==> src/rtl/fpexc_pkg.sv <==
package fpexc_pkg;
  localparam int RAW_INX = 0;
  localparam int RAW_DZ  = 1;
  localparam int RAW_UNF = 2;
  localparam int RAW_OVF = 3;
  localparam int RAW_INV = 4;
  localparam int RAW_W   = 5;

  localparam int ST_EN  = 0;
  localparam int ST_OVF = 1;
  localparam int ST_UNF = 2;
  localparam int ST_INX = 3;
  localparam int ST_INV = 4;
  localparam int ST_DZ  = 5;
  localparam int ST_W   = 6;

  typedef struct packed {
    logic accept;
    logic wbFire;
    logic trapSet;
    logic trapClr;
  } ctlStrobe_t;

  function automatic int rawToStat(input int rawIdx);
    case (rawIdx)
      RAW_INX: return ST_INX;
      RAW_DZ:  return ST_DZ;
      RAW_UNF: return ST_UNF;
      RAW_OVF: return ST_OVF;
      default: return ST_INV;
    endcase
  endfunction
endpackage

==> src/rtl/fpexc_ctl.sv <==
module fpexc_ctl
  import fpexc_pkg::*;
#(
  parameter bit COMMIT_FIRST = 1'b1
) (
  input  logic       clk,
  input  logic       rstN,
  input  logic       cmplValid,
  input  logic       trapCond,
  input  logic       excAck,
  output ctlStrobe_t strb,
  output logic       excReq
);
  logic excReqQ;

  always_comb begin
    strb.accept  = cmplValid & ~excReqQ;
    strb.trapSet = strb.accept & trapCond;
    strb.wbFire  = strb.accept & (COMMIT_FIRST ? 1'b1 : ~trapCond);
    strb.trapClr = excReqQ & excAck;
  end

  always_ff @(posedge clk) begin
    if (!rstN)              excReqQ <= 1'b0;
    else if (strb.trapSet)  excReqQ <= 1'b1;
    else if (strb.trapClr)  excReqQ <= 1'b0;
  end

  assign excReq = excReqQ;

  AST_REQ_HOLD: assert property (@(posedge clk) disable iff (!rstN)
    (excReq && !excAck) |=> excReq) else $error("AST_REQ_HOLD");
  AST_REQ_CAUSE: assert property (@(posedge clk) disable iff (!rstN)
    $rose(excReq) |-> $past(cmplValid)) else $error("AST_REQ_CAUSE");
  AST_ACK_DROP: assert property (@(posedge clk) disable iff (!rstN)
    (excReq && excAck) |=> !excReq) else $error("AST_ACK_DROP");
endmodule

==> src/rtl/fpexc_dpath.sv <==
module fpexc_dpath
  import fpexc_pkg::*;
#(
  parameter int DATA_W       = 32,
  parameter int IDX_W        = 5,
  parameter int ADDR_W       = 32,
  parameter int INSN_BYTES   = 4,
  parameter bit COMMIT_FIRST = 1'b1
) (
  input  logic              clk,
  input  logic              rstN,
  input  ctlStrobe_t        strb,
  input  logic              cmplIsCmp,
  input  logic [RAW_W-1:0]  cmplFlags,
  input  logic [DATA_W-1:0] cmplResult,
  input  logic [IDX_W-1:0]  cmplDest,
  input  logic [ADDR_W-1:0] cmplPc,
  input  logic              csrWrEn,
  input  logic [ST_W-1:0]   csrWrData,
  output logic              trapCond,
  output logic [ST_W-1:0]   csrRdData,
  output logic              wbEn,
  output logic [IDX_W-1:0]  wbDest,
  output logic [DATA_W-1:0] wbData,
  output logic [ADDR_W-1:0] excPc
);
  localparam logic [ADDR_W-1:0] PC_STEP = ADDR_W'(INSN_BYTES);

  logic [ST_W-1:0]   statQ;
  logic [ST_W-1:0]   newBits;
  logic [ST_W-1:0]   baseStat;
  logic [ADDR_W-1:0] excPcQ;
  logic [ADDR_W-1:0] savePc;

  always_comb begin
    newBits = '0;
    for (int i = 0; i < RAW_W; i++) begin
      newBits[rawToStat(i)] = cmplFlags[i];
    end
  end

  assign baseStat = csrWrEn ? csrWrData : statQ;
  assign trapCond = (|cmplFlags) & baseStat[ST_EN];

  always_ff @(posedge clk) begin
    if (!rstN)            statQ <= '0;
    else if (strb.accept) statQ <= baseStat | newBits;
    else                  statQ <= baseStat;
  end

  generate
    if (COMMIT_FIRST) begin : g_nextPc
      assign savePc = cmplPc + PC_STEP;
    end else begin : g_thisPc
      assign savePc = cmplPc;
    end
  endgenerate

  always_ff @(posedge clk) begin
    if (!rstN)             excPcQ <= '0;
    else if (strb.trapSet) excPcQ <= savePc;
  end

  assign csrRdData = statQ;
  assign excPc     = excPcQ;
  assign wbEn      = strb.wbFire & ~cmplIsCmp;
  assign wbDest    = cmplDest;
  assign wbData    = cmplResult;

  AST_STICKY_FLAGS: assert property (@(posedge clk) disable iff (!rstN)
    !csrWrEn |=> ((statQ[ST_W-1:1] & $past(statQ[ST_W-1:1])) == $past(statQ[ST_W-1:1])))
    else $error("AST_STICKY_FLAGS");
  AST_ENABLE_KEEP: assert property (@(posedge clk) disable iff (!rstN)
    !csrWrEn |=> (statQ[ST_EN] == $past(statQ[ST_EN]))) else $error("AST_ENABLE_KEEP");
  AST_PRECISE_NO_WB: assert property (@(posedge clk) disable iff (!rstN)
    (!COMMIT_FIRST && strb.trapSet) |-> !wbEn) else $error("AST_PRECISE_NO_WB");
endmodule

==> src/rtl/fpexc_unit.sv <==
module fpexc_unit
  import fpexc_pkg::*;
#(
  parameter int DATA_W       = 32,
  parameter int IDX_W        = 5,
  parameter int ADDR_W       = 32,
  parameter int INSN_BYTES   = 4,
  parameter bit COMMIT_FIRST = 1'b1
) (
  input  logic              clk,
  input  logic              rstN,
  input  logic              cmplValid,
  input  logic              cmplIsCmp,
  input  logic [4:0]        cmplFlags,
  input  logic [DATA_W-1:0] cmplResult,
  input  logic [IDX_W-1:0]  cmplDest,
  input  logic [ADDR_W-1:0] cmplPc,
  input  logic              csrWrEn,
  input  logic [5:0]        csrWrData,
  output logic [5:0]        csrRdData,
  output logic              wbEn,
  output logic [IDX_W-1:0]  wbDest,
  output logic [DATA_W-1:0] wbData,
  output logic              excReq,
  input  logic              excAck,
  output logic [ADDR_W-1:0] excPc
);
  ctlStrobe_t strb;
  logic       trapCond;

  fpexc_ctl #(.COMMIT_FIRST(COMMIT_FIRST)) u_ctl (
    .clk(clk), .rstN(rstN), .cmplValid(cmplValid), .trapCond(trapCond),
    .excAck(excAck), .strb(strb), .excReq(excReq)
  );

  fpexc_dpath #(
    .DATA_W(DATA_W), .IDX_W(IDX_W), .ADDR_W(ADDR_W),
    .INSN_BYTES(INSN_BYTES), .COMMIT_FIRST(COMMIT_FIRST)
  ) u_dpath (
    .clk(clk), .rstN(rstN), .strb(strb), .cmplIsCmp(cmplIsCmp),
    .cmplFlags(cmplFlags), .cmplResult(cmplResult), .cmplDest(cmplDest),
    .cmplPc(cmplPc), .csrWrEn(csrWrEn), .csrWrData(csrWrData),
    .trapCond(trapCond), .csrRdData(csrRdData), .wbEn(wbEn),
    .wbDest(wbDest), .wbData(wbData), .excPc(excPc)
  );

  AST_PENDING_NO_WB: assert property (@(posedge clk) disable iff (!rstN)
    excReq |-> !wbEn) else $error("AST_PENDING_NO_WB");
  AST_PENDING_STAT: assert property (@(posedge clk) disable iff (!rstN)
    (excReq && !csrWrEn) |=> $stable(csrRdData)) else $error("AST_PENDING_STAT");
  AST_CMP_NO_WB: assert property (@(posedge clk) disable iff (!rstN)
    cmplIsCmp |-> !wbEn) else $error("AST_CMP_NO_WB");
endmodule

==> config.mk <==
export PLATFORM = sky130hd
export DESIGN_NAME = fpexc_unit
export DESIGN_NICKNAME = d
export VERILOG_FILES = /design/src/rtl/fpexc_pkg.sv /design/src/rtl/fpexc_ctl.sv /design/src/rtl/fpexc_dpath.sv /design/src/rtl/fpexc_unit.sv
export SDC_FILE = /design/constraint.sdc
export NUM_CORES = 1
export LEC_CHECK = 0
export BUFFER_PORTS_ARGS = -buffer_cell sky130_fd_sc_hd__buf_2
export CAP_MARGIN = 10
export CORE_MARGIN = 3
export CORE_UTILIZATION = 41
export DETAILED_ROUTE_END_ITERATION = 16
export PLACE_DENSITY = 0.85
export SKIP_LAST_GASP = 1
export SYNTH_ARGS = -nofsm -noshare
export SYNTH_HDL_FRONTEND = slang
export SYNTH_SLANG_ARGS = --single-unit
export TNS_END_PERCENT = 20
==> constraint.sdc <==
create_clock -name clk -period 2.5 [get_ports clk]
set_clock_uncertainty 0.2 [all_clocks]
set_input_delay 0.125 -clock clk [delete_from_list [all_inputs] [get_ports clk]]
set_output_delay 0.125 -clock clk [all_outputs]
set_load 0.01 [all_outputs]
==> results of run 1 <==
-- how the worst min path moves through the flow --
stage	slack [ns]	to	depth (start not counted)	start
5_1_grt	0.008	u_dpath.excPc[26]	3	cmplPc[26]
3_3_place_gp	0.05	wbData[0]	0	cmplResult[0]
2_1_floorplan	0.02	u_dpath.excPc[2]	1	cmplPc[2]
6_report	0.006	u_dpath.excPc[26]	3	cmplPc[26]
4_1_cts	0.006	u_dpath.excPc[20]	3	cmplPc[20]
3_5_place_dp	0.05	wbData[0]	0	cmplResult[0]
-- what timing repair did --
action,4_1_cts,5_1_grt
endpoints found under the setup margin,0,0
hold buffers,34,0
hold endpoints to repair,29,0
-- worst max-delay path: stages --
cell and delay, ns:
dlygate4sd3_1 0.53, buf_2 0.15, nand4_1 0.20, or4_4 0.65, or4_1 0.49, a31oi_1 0.17
-- per-layer routing --
metal | global-route usage, % | up-vias | share of wire [%]
li1 | - | 1133 | -
met1 | 22.2 | 1003 | 42
met2 | 32.0 | 116 | 48
met3 | 4.82 | 24 | 8.1
met4 | 8.78 | 0 | 2.5
met5 | 0 | - | 0
-- kinds of logic after synthesis --
kind of cell,share of synthesized area (%)
adder cells (fa/ha/maj),0.555
AO/OA/AOI/OAI,18.0
XOR/XNOR,5.44
buffers and inverters,16.2
flip-flops,34.6
AND/OR/NAND/NOR,22.5
multiplexers,2.66
-- report_power, final --
group	internal, mW	total, mW	switching, mW
registers	0.664	0.685	0.0208
clock network	0.196	0.415	0.219
logic	0.148	0.309	0.161
total	1.01	1.41	0.401
-- registers in the layout, indices dropped and copies added, names as in the netlist --
signal and cells:
u_dpath.csrRdData 6, u_ctl.excReq 1, u_dpath.excPc 32
-- layout by cell type, fill, tap and decap left out, types with 5 or more instances in the layout --
cell type | synthesis | routed
dfxtp_1 | 39 | 39
clkbuf_8 | 0 | 5
buf_2 | 4 | 88
nand2_1 | 15 | 15
nand4_1 | 10 | 10
a31oi_1 | 7 | 7
o21ai_0 | 25 | 25
mux2i_1 | 6 | 6
xnor2_1 | 13 | 13
nor3_1 | 10 | 10
dlygate4sd3_1 | 0 | 34
nor2_1 | 15 | 15
a21oi_1 | 17 | 17
inv_1 | 6 | 6
nand3_1 | 8 | 8
a211oi_1 | 14 | 13
and4_1 | 6 | 6
nor4_1 | 6 | 5
-- stage by stage --
stage | area, um2 | utilization [%] | total power, mW | std cells | hold WS (ns)
after floorplan | 2260 | - | 0.890 | 276 | 0.0207
after global placement | 2490 | 47.9 | 0.957 | 388 | 0.0501
after detailed placement | 2490 | 47.9 | 0.962 | 388 | 0.0501
after CTS | 2920 | 56.0 | 1.42 | 430 | 0.00571
after global routing | 2920 | 56.0 | 1.50 | 430 | 0.00826
final | 2920 | 56.0 | 1.41 | 430 | 0.00566
-- layout make-up --
class,instances,area (um2)
clock inverter,1,5.00
clock buffer,7,76.3
fill,477,2290
tap,70,87.6
timing repair buffer,126,811
inverter,7,26.3
sequential,39,781
multi-input combinational,180,1130
==> impl_results.md, run 1 <==
- Clock transition at path regs: 0.08 ns
- Endpoints failing hold: 0
- Post-Syn Area per Cell: 8.17 um2
- Hold Crit Class: in2reg
- Wirelength, routed: 5950 um
- Initial Util: 43.3%
- Startpoint type of the worst setup path: input pin
- Synth Register Bits: 39
- Crit Path Category: in2reg
- Most frequent cells after synthesis: dfxtp_1 (39), buf_4 (37), o21ai_0 (25)
- Routed Antenna Nets: 0
- Row cnt: 26
- Clk sinks: 39
- Routed WL per cell: 13.8 um
- Vias: 2276
- Total track usage: 18.9%
- Synth area leaders: dfxtp_1 (35%), buf_4 (12%), o21ai_0 (5.5%), xnor2_1 (5.0%), a211oi_1 (4.7%)
- Cts bufs inserted: 5
- Vias per std cell: 5.29
- Clock latency at the later pin of the worst-skew pair: 0.28 ns
- DIE WIDTH: 80.2 um
- Clock root buffer: clkbuf_8
- Post_cts resized: 0
- Die H: 80.2 um
- Slew Viols, Final: 0
- Final worst slack: 0.201 ns
- # diodes: 0
- CP Max Fanout: 14
- RSZ-0062 raised after global routing: false
- Clock Path Buffers: 2
- Maxcap violations: 0
- Area grow syn2layout: 29.2%
- Setup crit end: u_dpath.excPc[31]
- Fin crit period: 2.30 ns
- R2R depth: 5
- Global placer's final weighted congestion: 0.860
- Clock tree from TritonCTS: built
- Worst setup EP type: register
- Synth area leader: dfxtp_1
- Sequential area share after synthesis: 34.6%
- Core Region: 0.00520 mm2
- CP arrival: 2.32 ns
- Nets: 446
- Outcome: completed
- VDD IR max: 0.254 mV
- Die area: 0.00643 mm2
- Largest net degree at the start of global routing: 37
- Post-CTS Setup Inserts: 0
- Synth top area share: 34.6%
- DRC viols: 0
- Reg2reg start: u_ctl.excReq
- First-pass GRT wire length: 9720 um
- Number of global-route vias before repair: 2203
- Ys async rst share: 0%
- Share of cells above drive strength 1: 28.6%
- Fmax: 0.435 GHz
- DR pass1 iterations: 4
- Top Ports: 163
- Slew headroom: 67.9%
- Pre-CTS WS: 0.471 ns
- Initial antenna violation count: 0
- Prevailing post-synth register cell: dfxtp_1
- Synth unique cells: 35
- H-tree depth: 2
- Mapped Cells: 276
- Post-DP HPWL: 4070 um
- Pwr Density: 483 mW/mm2
- DRT iter0 DRCs: 68
- Final setup violation count: 0
- R2r endpoint: u_dpath.excPc[22]
- Critical Path Start: cmplPc[7]
- Syn_nets: 363
- Yosys warnings: 0
- Setup TNS: 0 ns
- Netlist Area Pre-Place: 0.00226 mm2
- Worst Tran Pin Value: 0.479 ns
- Post-synth EDFFs: 0
- Pleak: 1.24 nW
- Fin crit share: 92.0%
- Top-count cell post-synth: dfxtp_1
- # port buffers: 88
- R2R Setup Slk: 0.79 ns
- Grt ovf: 0
- CP Data Required Time: 2.52 ns
Power figures use the tool's default switching activity.
==> run 2, diff against run 1 <==
==> constraint.sdc (replaced) <==
create_clock -name clk -period 2.5 [get_ports clk]
set_clock_uncertainty 0.2 [all_clocks]
set_input_delay 0 -clock clk [delete_from_list [all_inputs] [get_ports clk]]
set_output_delay 0 -clock clk [all_outputs]
set_load 0.01 [all_outputs]
==> run 2 against run 1 <==
Compared with the run above: the flow now stops in clock tree synthesis; synthesized area unchanged; synthesized cell count unchanged.
==> impl_results.md, run 2 <==
- Initial Util: 43.3%
- Synth area leaders: dfxtp_1 (35%), buf_4 (12%), o21ai_0 (5.5%), xnor2_1 (5.0%), a211oi_1 (4.7%)
- Synth unique cells: 35
- Most frequent cells after synthesis: dfxtp_1 (39), buf_4 (37), o21ai_0 (25)
- Yosys warnings: 0
- Hold bufs inserted after CTS: 101
- Clock Path Buffers: 2
- Top-count cell post-synth: dfxtp_1
- Synth top area share: 34.6%
- DP Cell Count: 388
- Netlist Area Pre-Place: 0.00226 mm2
- Clk sinks: 39
- Prevailing post-synth register cell: dfxtp_1
- # port buffers: 88
- Stopping stage: clock tree synthesis
- Outcome: stopped before the end
- Clock root buffer: clkbuf_8
- Ys async rst share: 0%
- Post-DP HPWL: 4070 um
- Row cnt: 26
- Syn_nets: 363
- Cts bufs inserted: 5
- Global placer's final weighted congestion: 0.860
- Die H: 80.2 um
- Tool Error: [ERROR RSZ-0060] Max buffer count reached.
- Mapped Cells: 276
- Top Ports: 163
- Pre-CTS WS: 0.596 ns
- Post-CTS Setup Inserts: 0
- Sequential area share after synthesis: 34.6%
- Synth Register Bits: 39
- Post-Syn Area per Cell: 8.17 um2
- Synth area leader: dfxtp_1
- H-tree depth: 2
- Post_cts resized: 0
- Post-synth EDFFs: 0
- Area post-placement: 0.00249 mm2
- DIE WIDTH: 80.2 um
[run 2: cell counts after synthesis]
Identical to the previous run, type by type.
[run 2: logic make-up after synthesis]
family	Yosys count	synth area share, %
fa+ha+maj	1	0.555
simple gates	90	22.5
xor+xnor	14	5.44
buf+inv	57	16.2
mux	6	2.66
flops	39	34.6
compound gates	69	18.0
[run 2: stage by stage]
stage                     hold slack [ns]  util [%]
after global placement             -0.200      47.9
after floorplan                    -0.152         -
after detailed placement           -0.200      47.9
==> run 3, diff against run 2 <==
--- a/config.mk
+++ b/config.mk
@@ -8,9 +8,9 @@
 export BUFFER_PORTS_ARGS = -buffer_cell sky130_fd_sc_hd__buf_2
 export CAP_MARGIN = 10
 export CORE_MARGIN = 3
-export CORE_UTILIZATION = 41
+export CORE_UTILIZATION = 35
 export DETAILED_ROUTE_END_ITERATION = 16
-export PLACE_DENSITY = 0.85
+export PLACE_DENSITY_LB_ADDON = 0.15
 export SKIP_LAST_GASP = 1
 export SYNTH_ARGS = -nofsm -noshare
 export SYNTH_HDL_FRONTEND = slang
==> run 3 against run 2 <==
Compared with the run above: synthesized area did not move; synthesized cell count did not move; the flow again stops in clock tree synthesis.
==> impl_results.md, run 3 <==
- Outcome: stopped before the end
- Stopping stage: clock tree synthesis
- Tool Error: [ERROR RSZ-0060] Max buffer count reached.
- Sequential area share after synthesis: 34.6%
- Clock Path Buffers: 2
- Area post-placement: 0.00249 mm2
- Syn_nets: 363
- Adder-cell share of the synthesized area: 0.555%
- Global placer's final weighted congestion: 0.785
- Prevailing post-synth register cell: dfxtp_1
- Die H: 86.3 um
- XOR/XNOR Fraction of Synth Area: 5.44%
- Post-DP HPWL: 4170 um
- Post-synth EDFFs: 0
- Synth area leader: dfxtp_1
- Yosys warnings: 0
- H-tree depth: 2
- Hold bufs inserted after CTS: 101
- Simple-gate share of the synthesized area: 22.5%
- Mux share of post-synthesis cell area: 2.66%
- Synth top area share: 34.6%
- Synth Register Bits: 39
- Clock root buffer: clkbuf_8
- Netlist Area Pre-Place: 0.00226 mm2
- Ys async rst share: 0%
- Synth area leaders: dfxtp_1 (35%), buf_4 (12%), o21ai_0 (5.5%), xnor2_1 (5.0%), a211oi_1 (4.7%)
- Post-CTS Setup Inserts: 0
- Post-Syn Area per Cell: 8.17 um2
- Clk sinks: 39
- Most frequent cells after synthesis: dfxtp_1 (39), buf_4 (37), o21ai_0 (25)
- Mapped Cells: 276
- Row cnt: 28
- Initial Util: 37.0%
- Compound-gate portion of the synthesized area: 18.0%
- DIE WIDTH: 86.3 um
- Post_cts resized: 0
- # port buffers: 88
- Largest family of logic cells by synthesized area: simple AND/OR/NAND/NOR gates
- Top Ports: 163
- Cts bufs inserted: 5
- Pre-CTS WS: 0.547 ns
- Top-count cell post-synth: dfxtp_1
- Synth unique cells: 35
[run 3: cell counts after synthesis]
No cell type changed its count.
[run 3: stage by stage]
step	hold slack [ns]	instances
3_5_place_dp	-0.200	392
2_1_floorplan	-0.152	276
3_3_place_gp	-0.200	392
[run 3: cell families after synthesis]
group	Yosys count
fa+ha+maj	1
mux	6
simple gates	90
buf+inv	57
xor+xnor	14
flops	39
compound gates	69
